`config.mk`:
```
export PLATFORM = sky130hd
export DESIGN_NAME = bss_storm_guard
export DESIGN_NICKNAME = d
export VERILOG_FILES = /design/src/rtl/bss_pkg.sv /design/src/rtl/bss_window_timer.sv /design/src/rtl/bss_port_meter.sv /design/src/rtl/bss_storm_guard.sv
export SDC_FILE = /design/constraint.sdc
export NUM_CORES = 1
export LEC_CHECK = 0
export BUFFER_PORTS_ARGS = -buffer_cell sky130_fd_sc_hd__buf_4
export CAP_MARGIN = 10
export CORE_MARGIN = 1.5
export CORE_UTILIZATION = 61
export CTS_CLUSTER_DIAMETER = 50
export DETAILED_ROUTE_END_ITERATION = 7
export PLACE_DENSITY_LB_ADDON = 0.12
export SLEW_MARGIN = 10
export SYNTH_ARGS = -nofsm -noshare
export SYNTH_HDL_FRONTEND = slang
export SYNTH_HIERARCHICAL = 1
export SYNTH_SLANG_ARGS = --single-unit
```
`constraint.sdc`:
```
create_clock -name clk -period 6.7 [get_ports clk]
set_input_delay 0.335 -clock clk [delete_from_list [all_inputs] [get_ports clk]]
set_output_delay 0.335 -clock clk [all_outputs]
set_load 0.01 [all_outputs]
```
`src/rtl/bss_pkg.sv`:
```
package bss_pkg;

    // Phase of the packet currently passing a port.
    typedef enum logic [1:0] {
        PH_IDLE = 2'd0,   // between packets, or inside a non-broadcast packet
        PH_PASS = 2'd1,   // inside an accepted broadcast packet: words counted
        PH_SKIP = 2'd2    // inside a removed broadcast packet: words ignored
    } port_phase_e;

endpackage

```
`src/rtl/bss_window_timer.sv`:
```
module bss_window_timer #(
    parameter int TMR_W = 16
) (
    input  logic             clk,
    input  logic             rst_n,
    input  logic             enable_i,
    input  logic [TMR_W-1:0] length_i,
    output logic             expire_o
);

    typedef struct packed {
        logic [TMR_W-1:0] tick;
    } tmr_state_t;

    tmr_state_t st_q, st_d;
    logic [TMR_W-1:0] last_tick;
    logic             expire;

    always_comb begin
        st_d      = st_q;
        last_tick = (length_i == '0) ? '0 : length_i - TMR_W'(1);
        expire    = enable_i && (st_q.tick >= last_tick);
        if (!enable_i)
            st_d.tick = '0;
        else if (expire)
            st_d.tick = '0;
        else
            st_d.tick = st_q.tick + TMR_W'(1);
    end

    always_ff @(posedge clk) begin
        if (!rst_n) st_q <= '0;
        else        st_q <= st_d;
    end

    assign expire_o = expire;

    // an expiry always restarts the window from zero
    assert_wrap_to_zero_R5: assert property (@(posedge clk) disable iff (!rst_n)
        expire_o |=> st_q.tick == '0);

    // between expiries the timer advances by one each cycle
    assert_steady_advance_R5: assert property (@(posedge clk) disable iff (!rst_n)
        (enable_i && !expire_o) |=> st_q.tick == $past(st_q.tick) + TMR_W'(1));

    // with suppression off the timer stays at zero
    assert_idle_timer_R6: assert property (@(posedge clk) disable iff (!rst_n)
        !enable_i |=> st_q.tick == '0);

endmodule

```
`src/rtl/bss_port_meter.sv`:
```
module bss_port_meter
    import bss_pkg::*;
#(
    parameter int CNT_W  = 16,
    parameter int DROP_W = 8
) (
    input  logic              clk,
    input  logic              rst_n,
    input  logic              enable_i,
    input  logic              clear_i,
    input  logic [CNT_W-1:0]  limit_i,
    input  logic              sop_i,
    input  logic              eop_i,
    input  logic              wvalid_i,
    input  logic              bcast_i,
    output logic              drop_o,
    output logic [DROP_W-1:0] tally_o
);

    localparam logic [CNT_W-1:0]  CNT_MAX  = '1;
    localparam logic [DROP_W-1:0] DROP_MAX = '1;

    typedef struct packed {
        port_phase_e       phase;
        logic [CNT_W-1:0]  words;
        logic              drop;
        logic [DROP_W-1:0] tally;
    } meter_state_t;

    meter_state_t st_q, st_d;
    logic             count_word;
    logic             over_limit;
    logic [CNT_W-1:0] base_words;

    always_comb begin
        st_d       = st_q;
        st_d.drop  = 1'b0;
        count_word = 1'b0;
        over_limit = st_q.words >= limit_i;

        if (sop_i) begin
            if (bcast_i && enable_i && over_limit) begin
                st_d.drop  = 1'b1;
                st_d.phase = PH_SKIP;
                if (st_q.tally != DROP_MAX)
                    st_d.tally = st_q.tally + DROP_W'(1);
            end else if (bcast_i) begin
                st_d.phase = PH_PASS;
                count_word = wvalid_i;
            end else begin
                st_d.phase = PH_IDLE;
            end
        end else begin
            count_word = wvalid_i && (st_q.phase == PH_PASS);
        end

        if (eop_i)
            st_d.phase = PH_IDLE;

        base_words = clear_i ? '0 : st_q.words;
        if (!enable_i)
            st_d.words = '0;
        else if (count_word && base_words != CNT_MAX)
            st_d.words = base_words + CNT_W'(1);
        else
            st_d.words = base_words;
    end

    always_ff @(posedge clk) begin
        if (!rst_n) begin
            st_q       <= '0;
            st_q.phase <= PH_IDLE;
        end else begin
            st_q <= st_d;
        end
    end

    assign drop_o  = st_q.drop;
    assign tally_o = st_q.tally;

    // a drop only follows an enabled broadcast start
    assert_drop_after_bcast_start_R3: assert property (@(posedge clk) disable iff (!rst_n)
        drop_o |-> $past(sop_i && bcast_i && enable_i));

    // a drop lasts a single cycle
    assert_drop_single_cycle_R3: assert property (@(posedge clk) disable iff (!rst_n)
        drop_o |=> !drop_o || $past(sop_i));

    // non-broadcast starts never produce a drop
    assert_no_drop_plain_R4: assert property (@(posedge clk) disable iff (!rst_n)
        (sop_i && !bcast_i) |=> !drop_o);

    // inside a window the total never falls
    assert_total_monotone_R2: assert property (@(posedge clk) disable iff (!rst_n)
        (enable_i && !clear_i) |=> st_q.words >= $past(st_q.words));

    // disabled meters hold zero and never drop
    assert_idle_meter_R6: assert property (@(posedge clk) disable iff (!rst_n)
        !enable_i |=> (st_q.words == '0) && !drop_o);

    // a saturated tally stays saturated
    assert_tally_holds_R7: assert property (@(posedge clk) disable iff (!rst_n)
        (tally_o == DROP_MAX) |=> (tally_o == DROP_MAX));

    // the tally moves only together with a drop
    assert_tally_step_R7: assert property (@(posedge clk) disable iff (!rst_n)
        (tally_o != $past(tally_o)) |-> drop_o);

endmodule

```
`src/rtl/bss_storm_guard.sv`:
```
module bss_storm_guard #(
    parameter int NUM_PORTS = 4,
    parameter int CNT_W     = 16,
    parameter int TMR_W     = 16,
    parameter int DROP_W    = 8
) (
    input  logic                        clk,
    input  logic                        rst_n,
    input  logic                        linecard_mode,
    input  logic [CNT_W-1:0]            bc_limit_words,
    input  logic [TMR_W-1:0]            window_cycles,
    input  logic [NUM_PORTS-1:0]        pkt_start,
    input  logic [NUM_PORTS-1:0]        pkt_end,
    input  logic [NUM_PORTS-1:0]        word_valid,
    input  logic [NUM_PORTS-1:0]        pkt_is_bcast,
    output logic [NUM_PORTS-1:0]        drop_pulse,
    output logic [NUM_PORTS*DROP_W-1:0] drop_tally
);

    logic window_clear;

    bss_window_timer #(
        .TMR_W (TMR_W)
    ) u_timer (
        .clk      (clk),
        .rst_n    (rst_n),
        .enable_i (linecard_mode),
        .length_i (window_cycles),
        .expire_o (window_clear)
    );

    for (genvar p = 0; p < NUM_PORTS; p++) begin : g_port
        bss_port_meter #(
            .CNT_W  (CNT_W),
            .DROP_W (DROP_W)
        ) u_meter (
            .clk      (clk),
            .rst_n    (rst_n),
            .enable_i (linecard_mode),
            .clear_i  (window_clear),
            .limit_i  (bc_limit_words),
            .sop_i    (pkt_start[p]),
            .eop_i    (pkt_end[p]),
            .wvalid_i (word_valid[p]),
            .bcast_i  (pkt_is_bcast[p]),
            .drop_o   (drop_pulse[p]),
            .tally_o  (drop_tally[p*DROP_W +: DROP_W])
        );
    end

    // with the strap low no port drops anything
    assert_quiet_when_off_R6: assert property (@(posedge clk) disable iff (!rst_n)
        !$past(linecard_mode) |-> (drop_pulse == '0));

    // a port drops only after its own start
    assert_drop_own_port_R1: assert property (@(posedge clk) disable iff (!rst_n)
        ((drop_pulse & ~$past(pkt_start)) == '0));

endmodule

```
==> results of run 1 <==
## metal layers
metal / up-vias / wire length [um]
met5: - / 0
met4: 0 / 514
met3: 45 / 1021
met2: 253 / 9798
met1: 3928 / 9918
li1: 4233 / -
## logic make-up after synthesis
logic type      after synthesis  share of synthesized area
fa+ha+maj                    91                     0.1238
flops                       124                     0.2698
xor+xnor                     32                    0.03046
simple gates                495                     0.2891
mux                          16                    0.01754
compound gates              243                     0.1885
buf+inv                     154                    0.08078
## power breakdown
| group | leakage (nW) | switching, mW | internal [mW] | total [mW] |
|---|---|---|---|---|
| Sequential | 0.999 | 0.00138 | 0.740 | 0.741 |
| Clock | 0.266 | 0.324 | 0.534 | 0.858 |
| Combinational | 3.26 | 0.0829 | 0.0568 | 0.140 |
## flip-flops by register name, summed over array words and instances (netlist names)
signal,flops
g_port.u_meter/st_q,72
g_port.u_meter/tally_o,32
u_timer/st_q,16
g_port.u_meter/drop_o,4
## cell type report
type                       instances  area share
sequential                       124      0.2410
inverter                          94     0.03426
tap                              184     0.02235
clock inverter                     7    0.006317
clock buffer                      24     0.04677
multi-input combinational        877      0.5808
timing repair buffer              94     0.06851
## how the worst max path moves through the flow
stage	start	end	slack [ns]	depth (start not counted)
after floorplan	window_cycles[9]	g_port[0].u_meter/st_q[17]$_SDFF_PN0_	0.79	20
after global placement	window_cycles[9]	g_port[0].u_meter/st_q[9]$_SDFF_PN0_	1.03	20
after detailed placement	window_cycles[9]	g_port[0].u_meter/st_q[9]$_SDFF_PN0_	0.97	20
after CTS	window_cycles[9]	g_port[0].u_meter/st_q[9]$_SDFF_PN0_	1.36	20
after global routing	window_cycles[5]	g_port[0].u_meter/st_q[9]$_SDFF_PN0_	0.78	20
final	window_cycles[5]	g_port[0].u_meter/st_q[9]$_SDFF_PN0_	1.26	20
## critical path, cell delays in order
cell and delay [ns]:
buf_4 0.11, nor4_1 0.58, nand2_1 0.24, or2_1 0.30
or4b_1 0.47, o21a_1 0.18, ha_1 0.29, nor2b_1 0.13
o21ai_0 0.26, a41oi_2 0.29, buf_4 0.31, nor2b_1 0.24
ha_1 0.26, nand3_2 0.11, or3_1 0.39, nor4_2 0.57
buf_4 0.25, nor2_1 0.12, a21o_1 0.22, a21oi_1 0.11
## cell usage after synthesis (4+ instances only)
master	number
ha_1	91
a21boi_0	6
dfxtp_1	124
nor4_1	14
xor2_1	18
o41ai_1	4
and4b_1	6
nor2b_1	17
buf_2	15
or3_4	4
and3_1	19
nand2b_1	17
clkbuf_1	7
mux2i_1	15
a21o_1	26
nor3_1	33
a31o_1	4
o21ai_0	27
or3_1	17
nand3_1	59
nor2_1	72
a41o_1	6
inv_1	94
o21a_1	10
and4_1	5
nand2_1	137
or4_1	13
a31o_2	9
buf_4	35
o31ai_1	11
a31oi_1	8
a21oi_1	87
xnor2_1	14
and2_1	15
nand4_1	29
nor3b_1	6
## metrics by stage
step	hold slack [ns]	setup slack, ns	utilization	cell area (um^2)	instances
floorplan	0.4256	0.7899	-	9200	1155
global placement	0.4383	1.033	0.6660	9753	1373
finish	0.1815	1.256	0.7033	10300	1404
detailed placement	0.4560	0.9652	0.6660	9753	1373
CTS	0.1728	1.359	0.7033	10300	1404
global route	0.1768	0.7796	0.7033	10300	1404
==> metrics.txt, run 1 <==
n_diodes 0; DIE HEIGHT 125.8 um; layout cells sized above 1 0.1459; Die W 125.8 um; largest net degree at the start of global routing 64; met3 Resource Use GR 0.05990; # rows 44; unrepaired setup endpoints after global routing false; ys flop type dfxtp_1; EDFF count, synth 0; Final period util 0.8126; reg2reg end g_port[0].u_meter/st_q[9]$_SDFF_PN0_; r2r setup slk 2.44 ns; WP data required 7.05 ns; post-CTS setup repair buffer count 0; min cycle time layout 5.444 ns; worst slew pin tran 0.8253 ns; die footprint 0.01583 mm^2; Wirelength per Cell 15.14 um; Max Root-Sink Buffers 2; H-tree levels 4; Seq/Total Area, Yosys 0.2698; port bufs 86; GP Congestion 0.9112; TritonRoute pass-1 iters 7; vias in the first global route 7762; Register Area 0.002482 mm^2; most common cell after layout, fill and taps aside nand2_1; Hold Path Class input port to flip-flop; busiest layer in global routing met2; Setup crit start kind input port; drt initial violations 686; routed via count 8459; Yosys Warn Count 6; Reg2Reg Depth 15; FF-to-FF Start u_timer/st_q[7]$_SDFF_PP0_; Seq cells post-synth 124; synth unique cells 81; met2 Usage GRT 0.4570; most frequent cells in the layout 137 x nand2_1, 124 x dfxtp_1, 94 x inv_1, 94 x buf_4, 91 x ha_1; Pwr Density 168.9 mW/mm^2; CTS tree built; CTS clk-pin slew, worst paths 0.05 ns; Mean Syn Cell Area 7.965 um^2; dpl hpwl 15600 um; wirelength, routed 21250 um; CP Capture Type flip-flop; Arrival @ worst endpoint 5.79 ns; Max IR drop VDD 0.1888 mV; Synth Instances 1155; Leakage 4.524 nW; Yosys top cell area share 0.2698; Final setup viols 0; grt ovf 0; GRT Overall Usage 0.2738; destination of the worst hold path g_port[2].u_meter/st_q[25]$_SDFFE_PP0P_; post-route total power 1.739 mW; synth top area cells dfxtp_1 27%, ha_1 12%, nand2_1 5.6%; initial core utilization 0.6282; Post-CTS Hold Buffers 0; ys async rst share 0; met1 GRT Util 0.3449; Fin. Hold Viols 0; layout overhead on the synthesized area 11.95%; Slew HR 0.4479; Cell Area, Synth 0.009200 mm^2; CP Class input port to flip-flop; cts repair resizes 0; Post-Syn Nets 1297; Skew-Pair Late Insertion Delay 0.43 ns; Fill cells 1228; fin nets 1350; DR vias/cell 6.025; Synth area leader dfxtp_1; core area 0.01464 mm^2; DRC viols 0; Clock Skew 0.01405 ns; Multi-input gate area 0.005982 mm^2; Crit Path Max Fanout 22; initial antenna violation count 0; post-route ant nets 0; hold_sp pkt_end[2]; max cap viols 0; worst hold path cell count 3; number of buffers created by CTS 17; fmax 183.7 MHz; I/O pins 87; Setup TNS 0 ns; clock sink count 124; CTS root buffer clkbuf_16; first-pass GRT wire length 35640 um; Max Slew Vio Count 0; outcome complete, no violations
Power figures use the tool's default switching activity.
==> inputs of run 2 (changes only) <==
--- a/config.mk
+++ b/config.mk
@@ -8,7 +8,7 @@
 export BUFFER_PORTS_ARGS = -buffer_cell sky130_fd_sc_hd__buf_4
 export CAP_MARGIN = 10
 export CORE_MARGIN = 1.5
-export CORE_UTILIZATION = 61
+export CORE_UTILIZATION = 55
 export CTS_CLUSTER_DIAMETER = 50
 export DETAILED_ROUTE_END_ITERATION = 7
 export PLACE_DENSITY_LB_ADDON = 0.12
==> constraint.sdc (replaced) <==
create_clock -name clk -period 4.5 [get_ports clk]
set_input_delay 0.225 -clock clk [delete_from_list [all_inputs] [get_ports clk]]
set_output_delay 0.225 -clock clk [all_outputs]
set_load 0.01 [all_outputs]
==> run 2 against run 1 <==
Against the previous run: the flow now finishes with violations (setup timing); worst hold slack worse by 0.099 ns; critical path depth grew 1; routed wire length up 15%; die area rose by 11%; sequential power increased by 48%; first-iteration DRC count shrank 15%; critical path type unchanged; largest cell class unchanged; highest routed layer unchanged.
==> metrics.txt, run 2 (same netlist as run 1, synthesis figures left out) <==
outcome complete, but fails checks; failing checks setup timing; # rows 47; n_diodes 0; initial core utilization 0.5587; Max Root-Sink Buffers 2; Crit Path Max Fanout 6; Arrival @ worst endpoint 4.89 ns; initial antenna violation count 0; max cap viols 0; layout overhead on the synthesized area 27.42%; critical-path cell list buf_6 -> or3_4 -> or4_4 -> or2_1 -> or4b_1 -> o21a_1 -> ha_4 -> nand4_1 -> nor3_2 -> buf_4 -> nand2_4 -> a41oi_4 -> buf_12 -> buf_8 -> and4b_1 -> nand4_1 -> nor4_4 -> buf_6 -> or4_4 -> or3_4 -> a21oi_2; Hold WS 0.08237 ns; CTS clk-pin slew, worst paths 0.06 ns; wirelength, routed 24360 um; min cycle time layout 4.543 ns; Wirelength per Cell 15.74 um; I/O pins 87; DR vias/cell 5.853; Fill cells 1285; die footprint 0.01751 mm^2; H-tree levels 4; vias in the first global route 8339; Pwr Density 230.7 mW/mm^2; CP Capture Type flip-flop; TritonRoute pass-1 iters 6; first-pass GRT wire length 38830 um; unrepaired setup endpoints after global routing true; largest net degree at the start of global routing 64; Max stage delay on crit path 0.48 ns; CTS root buffer clkbuf_16; drt initial violations 583; core area 0.01647 mm^2; Final period util 1.010; Clock Skew 0.007292 ns; dpl hpwl 17050 um; WP data required 4.85 ns; Multi-input gate area 0.006425 mm^2; most frequent cells in the layout 187 x buf_4, 133 x nand2_1, 124 x dfxtp_1, 89 x inv_1, 86 x ha_1; CTS tree built; GP Congestion 0.8948; post-route ant nets 0; routed via count 9060; post-route total power 2.705 mW; slowest stage cell, crit path or4_4; Hold Path Class input port to flip-flop; Leakage 5.129 nW; fmax 220.1 MHz; fin nets 1457; max reg flops 72; number of buffers created by CTS 17; Final setup viols 5; layout cells sized above 1 0.2666; Fin. Hold Viols 0; grt ovf 0; Register Area 0.002482 mm^2; final worst-path setup slack -0.04285 ns; most common cell after layout, fill and taps aside buf_4; clock sink count 124; GRT Overall Usage 0.2678; port bufs 86; Biggest register g_port.u_meter/st_q; Skew-Pair Late Insertion Delay 0.42 ns; Slew HR 0.2582; worst slew pin tran 1.109 ns; CP Class input port to flip-flop; Max Slew Vio Count 0; Die W 132.3 um; Setup crit start kind input port; Post-CTS Hold Buffers 0; DIE HEIGHT 132.3 um; Max IR drop VDD 0.3470 mV; DRC viols 0
[run 2: cell types whose count changed in the layout (fill, tap and decap cells not counted), sizes merged]
cell	change
clkinvlp	+3
inv	+2
clkbuf	-4
buf	+106
bufinv	+1
[run 2: layout make-up]
cell class                      instances  share of cell area
Clock inverter                         13             0.01217
Inverter                               94             0.03095
Tap cell                              220             0.02348
Multi-Input combinational cell        877              0.5481
Timing Repair Buffer                  201              0.1358
Clock buffer                           19             0.03778
Sequential cell                       124              0.2118
[run 2: critical path, delay by kind of cell]
family                     cells  cell delay [ns]
adders and majority gates      1             0.27
buffers and inverters          5             0.69
and+or+nand+nor               12             3.06
AOI/OAI and AO/OA              3             0.64
[run 2: where the power goes]
| group | switching (mW) | internal (mW) | leakage, nW |
|---|---|---|---|
| clock network | 0.530 | 0.832 | 0.272 |
| logic | 0.137 | 0.104 | 3.86 |
| registers | 0.00232 | 1.10 | 0.999 |
| total | 0.669 | 2.04 | 5.13 |
[run 2: timing repair]
item	4_1_cts	5_1_grt
cloned	0	1
resized for setup	7	86
buffers inserted	4	23
endpoints found under the setup margin	7	59
pin swaps	2	25
[run 2: metrics by stage]
stage | worst slack, ns | std cells | area, um^2 | utilization | TNS (ns)
2_1_floorplan | -0.3914 | 1155 | 9273 | - | -17.78
3_3_place_gp | -0.4248 | 1489 | 10460 | 0.6355 | -14.75
3_5_place_dp | -0.5124 | 1489 | 10460 | 0.6355 | -20.08
4_1_cts | -0.01608 | 1525 | 11110 | 0.6746 | -0.02432
5_1_grt | -0.2292 | 1548 | 11720 | 0.7119 | -3.911
6_report | -0.04285 | 1548 | 11720 | 0.7119 | -0.1136
[run 2: routing by layer]
layer | global-route usage | vias to the layer above | part of all wire
li1 | - | 4453 | -
met1 | 0.3419 | 4312 | 0.45
met2 | 0.4564 | 253 | 0.48
met3 | 0.05229 | 42 | 0.054
met4 | 0.08364 | 0 | 0.018
met5 | 0 | - | 0
[run 2: worst paths after layout]
check	from	slack (ns)	cells after the start	to
max reg2reg	u_timer/st_q[7]$_SDFF_PP0_	0.77	18	g_port[3].u_meter/st_q[9]$_SDFF_PN0_
max	window_cycles[9]	-0.04	21	g_port[0].u_meter/st_q[17]$_SDFF_PN0_
min reg2reg	u_timer/st_q[0]$_SDFF_PP0_	0.46	1	u_timer/st_q[0]$_SDFF_PP0_
min	pkt_end[2]	0.08	3	g_port[2].u_meter/st_q[26]$_SDFFE_PP0P_
==> inputs of run 3 (changes only) <==
--- a/config.mk
+++ b/config.mk
@@ -7,8 +7,10 @@
 export LEC_CHECK = 0
 export BUFFER_PORTS_ARGS = -buffer_cell sky130_fd_sc_hd__buf_4
 export CAP_MARGIN = 10
+export CELL_PAD_IN_SITES_DETAIL_PLACEMENT = 0
+export CELL_PAD_IN_SITES_GLOBAL_PLACEMENT = 1
 export CORE_MARGIN = 1.5
-export CORE_UTILIZATION = 55
+export CORE_UTILIZATION = 41
 export CTS_CLUSTER_DIAMETER = 50
 export DETAILED_ROUTE_END_ITERATION = 7
 export PLACE_DENSITY_LB_ADDON = 0.12
==> run 3 against run 2 <==
Against the previous run: the run still ends with setup timing left; fmax is essentially flat; clock-buffer cell count shrank 1; critical endpoint is now g_port[0].u_meter/st_q[21]$_SDFF_PN0_; sequential cell count is the same; final area is essentially flat; routed wire length grew 2.5%; critical path depth grew 1; core utilization shrank 18 points; die area grew 33%; first-iteration DRC count shrank 26%; critical path type unchanged; sequential power is essentially flat; highest routed layer unchanged; clock power is essentially flat.
==> metrics.txt, run 3 (same netlist as run 1, synthesis figures left out) <==
Leakage 5.172 nW; grt ovf 0; Max Slew Vio Count 0; WP data required 4.86 ns; GP Congestion 0.8740; Pwr Density 233.3 mW/mm^2; fin cells 1604; Max Root-Sink Buffers 2; clock sink count 124; placed insts 1548; Wirelength per Cell 15.56 um; CTS tree built; Max IR drop VDD 0.1743 mV; Fin. Hold Viols 0; fin nets 1455; Post-Place Setup Slack -0.5132 ns; Final period util 1.009; die footprint 0.02335 mm^2; Reg2Reg Depth 16; Die W 152.8 um; delay-heaviest family, CP simple AND/OR/NAND/NOR gates; layout cells sized above 1 0.2621; reg2reg end g_port[3].u_meter/st_q[21]$_SDFF_PN0_; end of the critical path g_port[0].u_meter/st_q[21]$_SDFF_PN0_; drt initial violations 432; final worst-path setup slack -0.03954 ns; min cycle time layout 4.540 ns; most common cell after layout, fill and taps aside buf_4; Crit Path Max Fanout 8; post-route ant nets 0; unrepaired setup endpoints after global routing true; Worst Setup SP window_cycles[9]; vias in the first global route 8350; routed via count 8746; number of buffers created by CTS 17; I/O pins 87; DIE HEIGHT 152.8 um; fmax 220.3 MHz; # rows 54; Biggest register g_port.u_meter/st_q; CP Capture Type flip-flop; outcome complete, but fails checks; Clock Skew 0.01551 ns; DR vias/cell 5.453; max cap viols 0; H-tree levels 4; Slew HR 0.3955; CTS clk-pin slew, worst paths 0.06 ns; first-pass GRT wire length 40990 um; Hold Path Class input port to flip-flop; DRC viols 0; CTS root buffer clkbuf_16; TritonRoute pass-1 iters 5; Post-CTS Hold Buffers 0; Setup crit start kind input port; Arrival @ worst endpoint 4.90 ns; critical-path cell list buf_6 -> or3_4 -> or4_4 -> or2_1 -> or4b_1 -> o21a_1 -> ha_4 -> nand4_1 -> nor3_2 -> o2111ai_2 -> a41oi_4 -> buf_12 -> buf_6 -> nor2b_4 -> ha_4 -> nand3_4 -> or3_4 -> nor4_4 -> buf_4 -> or4_4 -> or3_4 -> a21oi_2; slowest stage cell, crit path or4_4; Skew-Pair Late Insertion Delay 0.43 ns; Bufs and invs on worst path 4; max reg flops 72; n_diodes 0; failing checks setup timing; most frequent cells in the layout 183 x buf_4, 131 x nand2_1, 124 x dfxtp_1, 89 x inv_1, 87 x ha_1; layout overhead on the synthesized area 27.44%; FF-to-FF Start u_timer/st_q[7]$_SDFF_PP0_; Register Area 0.002482 mm^2; Fill cells 2126; Max stage delay on crit path 0.50 ns; worst slew pin tran 0.9037 ns; port bufs 86; largest net degree at the start of global routing 43; dpl hpwl 18460 um; CP Class input port to flip-flop; most frequent cell on the critical path or3_4; Multi-input gate area 0.006381 mm^2; initial antenna violation count 0; post-route total power 2.735 mW; Levels on crit path 22; initial core utilization 0.4203; r2r setup slk 0.83 ns; Final setup viols 2; wirelength, routed 24960 um; core area 0.02189 mm^2; Hold WS 0.06936 ns; GRT Overall Usage 0.2139
[run 3: cell types whose count changed in the layout (fill, tap and decap cells not counted), sizes merged]
cell	previous run	this run
inv	96	94
clkinv	4	6
buf	200	199
clkbuf	20	18
bufinv	2	3
clkinvlp	5	3
[run 3: worst min path at each step]
stage / startpoint / endpoint / cells after the start
4_1_cts: pkt_end[1] / g_port[1].u_meter/st_q[26]$_SDFFE_PP0P_ / 3
3_3_place_gp: u_timer/st_q[0]$_SDFF_PP0_ / u_timer/st_q[0]$_SDFF_PP0_ / 1
6_report: pkt_end[2] / g_port[2].u_meter/st_q[25]$_SDFFE_PP0P_ / 3
5_1_grt: pkt_end[2] / g_port[2].u_meter/st_q[25]$_SDFFE_PP0P_ / 3
2_1_floorplan: rst_n / g_port[0].u_meter/tally_o[0]$_SDFFE_PN0P_ / 2
3_5_place_dp: u_timer/st_q[0]$_SDFF_PP0_ / u_timer/st_q[0]$_SDFF_PP0_ / 1
[run 3: timing repair]
item,4_1_cts,5_1_grt
setup endpoints to repair,14,60
resized for setup,15,69
pin swaps,8,30
buffers inserted,8,20
[run 3: per-layer routing]
metal	track usage	vias up	routed length [um]
met1	0.2806	4115	12050
met5	0	-	0
met3	0.03896	20	949
met2	0.3595	167	11650
met4	0.05769	0	316
li1	-	4444	-
[run 3: cell type report]
cell class                      count  share of cell area
Clock buffer                       18             0.03660
Inverter                           94             0.03073
Sequential cell                   124              0.2117
Multi-Input combinational cell    877              0.5442
Clock inverter                     12             0.01281
Timing Repair Buffer              199              0.1340
Tap cell                          280             0.02988
[run 3: where the power goes]
part / internal, mW / total, mW / switching [mW] / leakage, nW
Sequential: 1.10 / 1.10 / 0.00223 / 0.999
Clock: 0.861 / 1.39 / 0.533 / 0.277
Combinational: 0.103 / 0.239 / 0.135 / 3.90
Total: 2.07 / 2.74 / 0.670 / 5.17
[run 3: worst register-to-register path: cells and delay by family (launching register included)]
family,cells,cell delay [ns]
adder cells (fa/ha/maj),2,0.44
buffers and inverters,3,0.47
AND/OR/NAND/NOR,8,1.64
AO/OA/AOI/OAI,3,0.60
flip-flops,1,0.44
[run 3: per-stage QoR]
stage | cell area [um^2] | utilization | setup TNS (ns)
after floorplan | 9273 | - | -17.78
after global placement | 10540 | 0.4817 | -17.66
after detailed placement | 10540 | 0.4817 | -21.65
after CTS | 11250 | 0.5139 | -0.05687
after global routing | 11730 | 0.5356 | -1.502
final | 11730 | 0.5356 | -0.04029
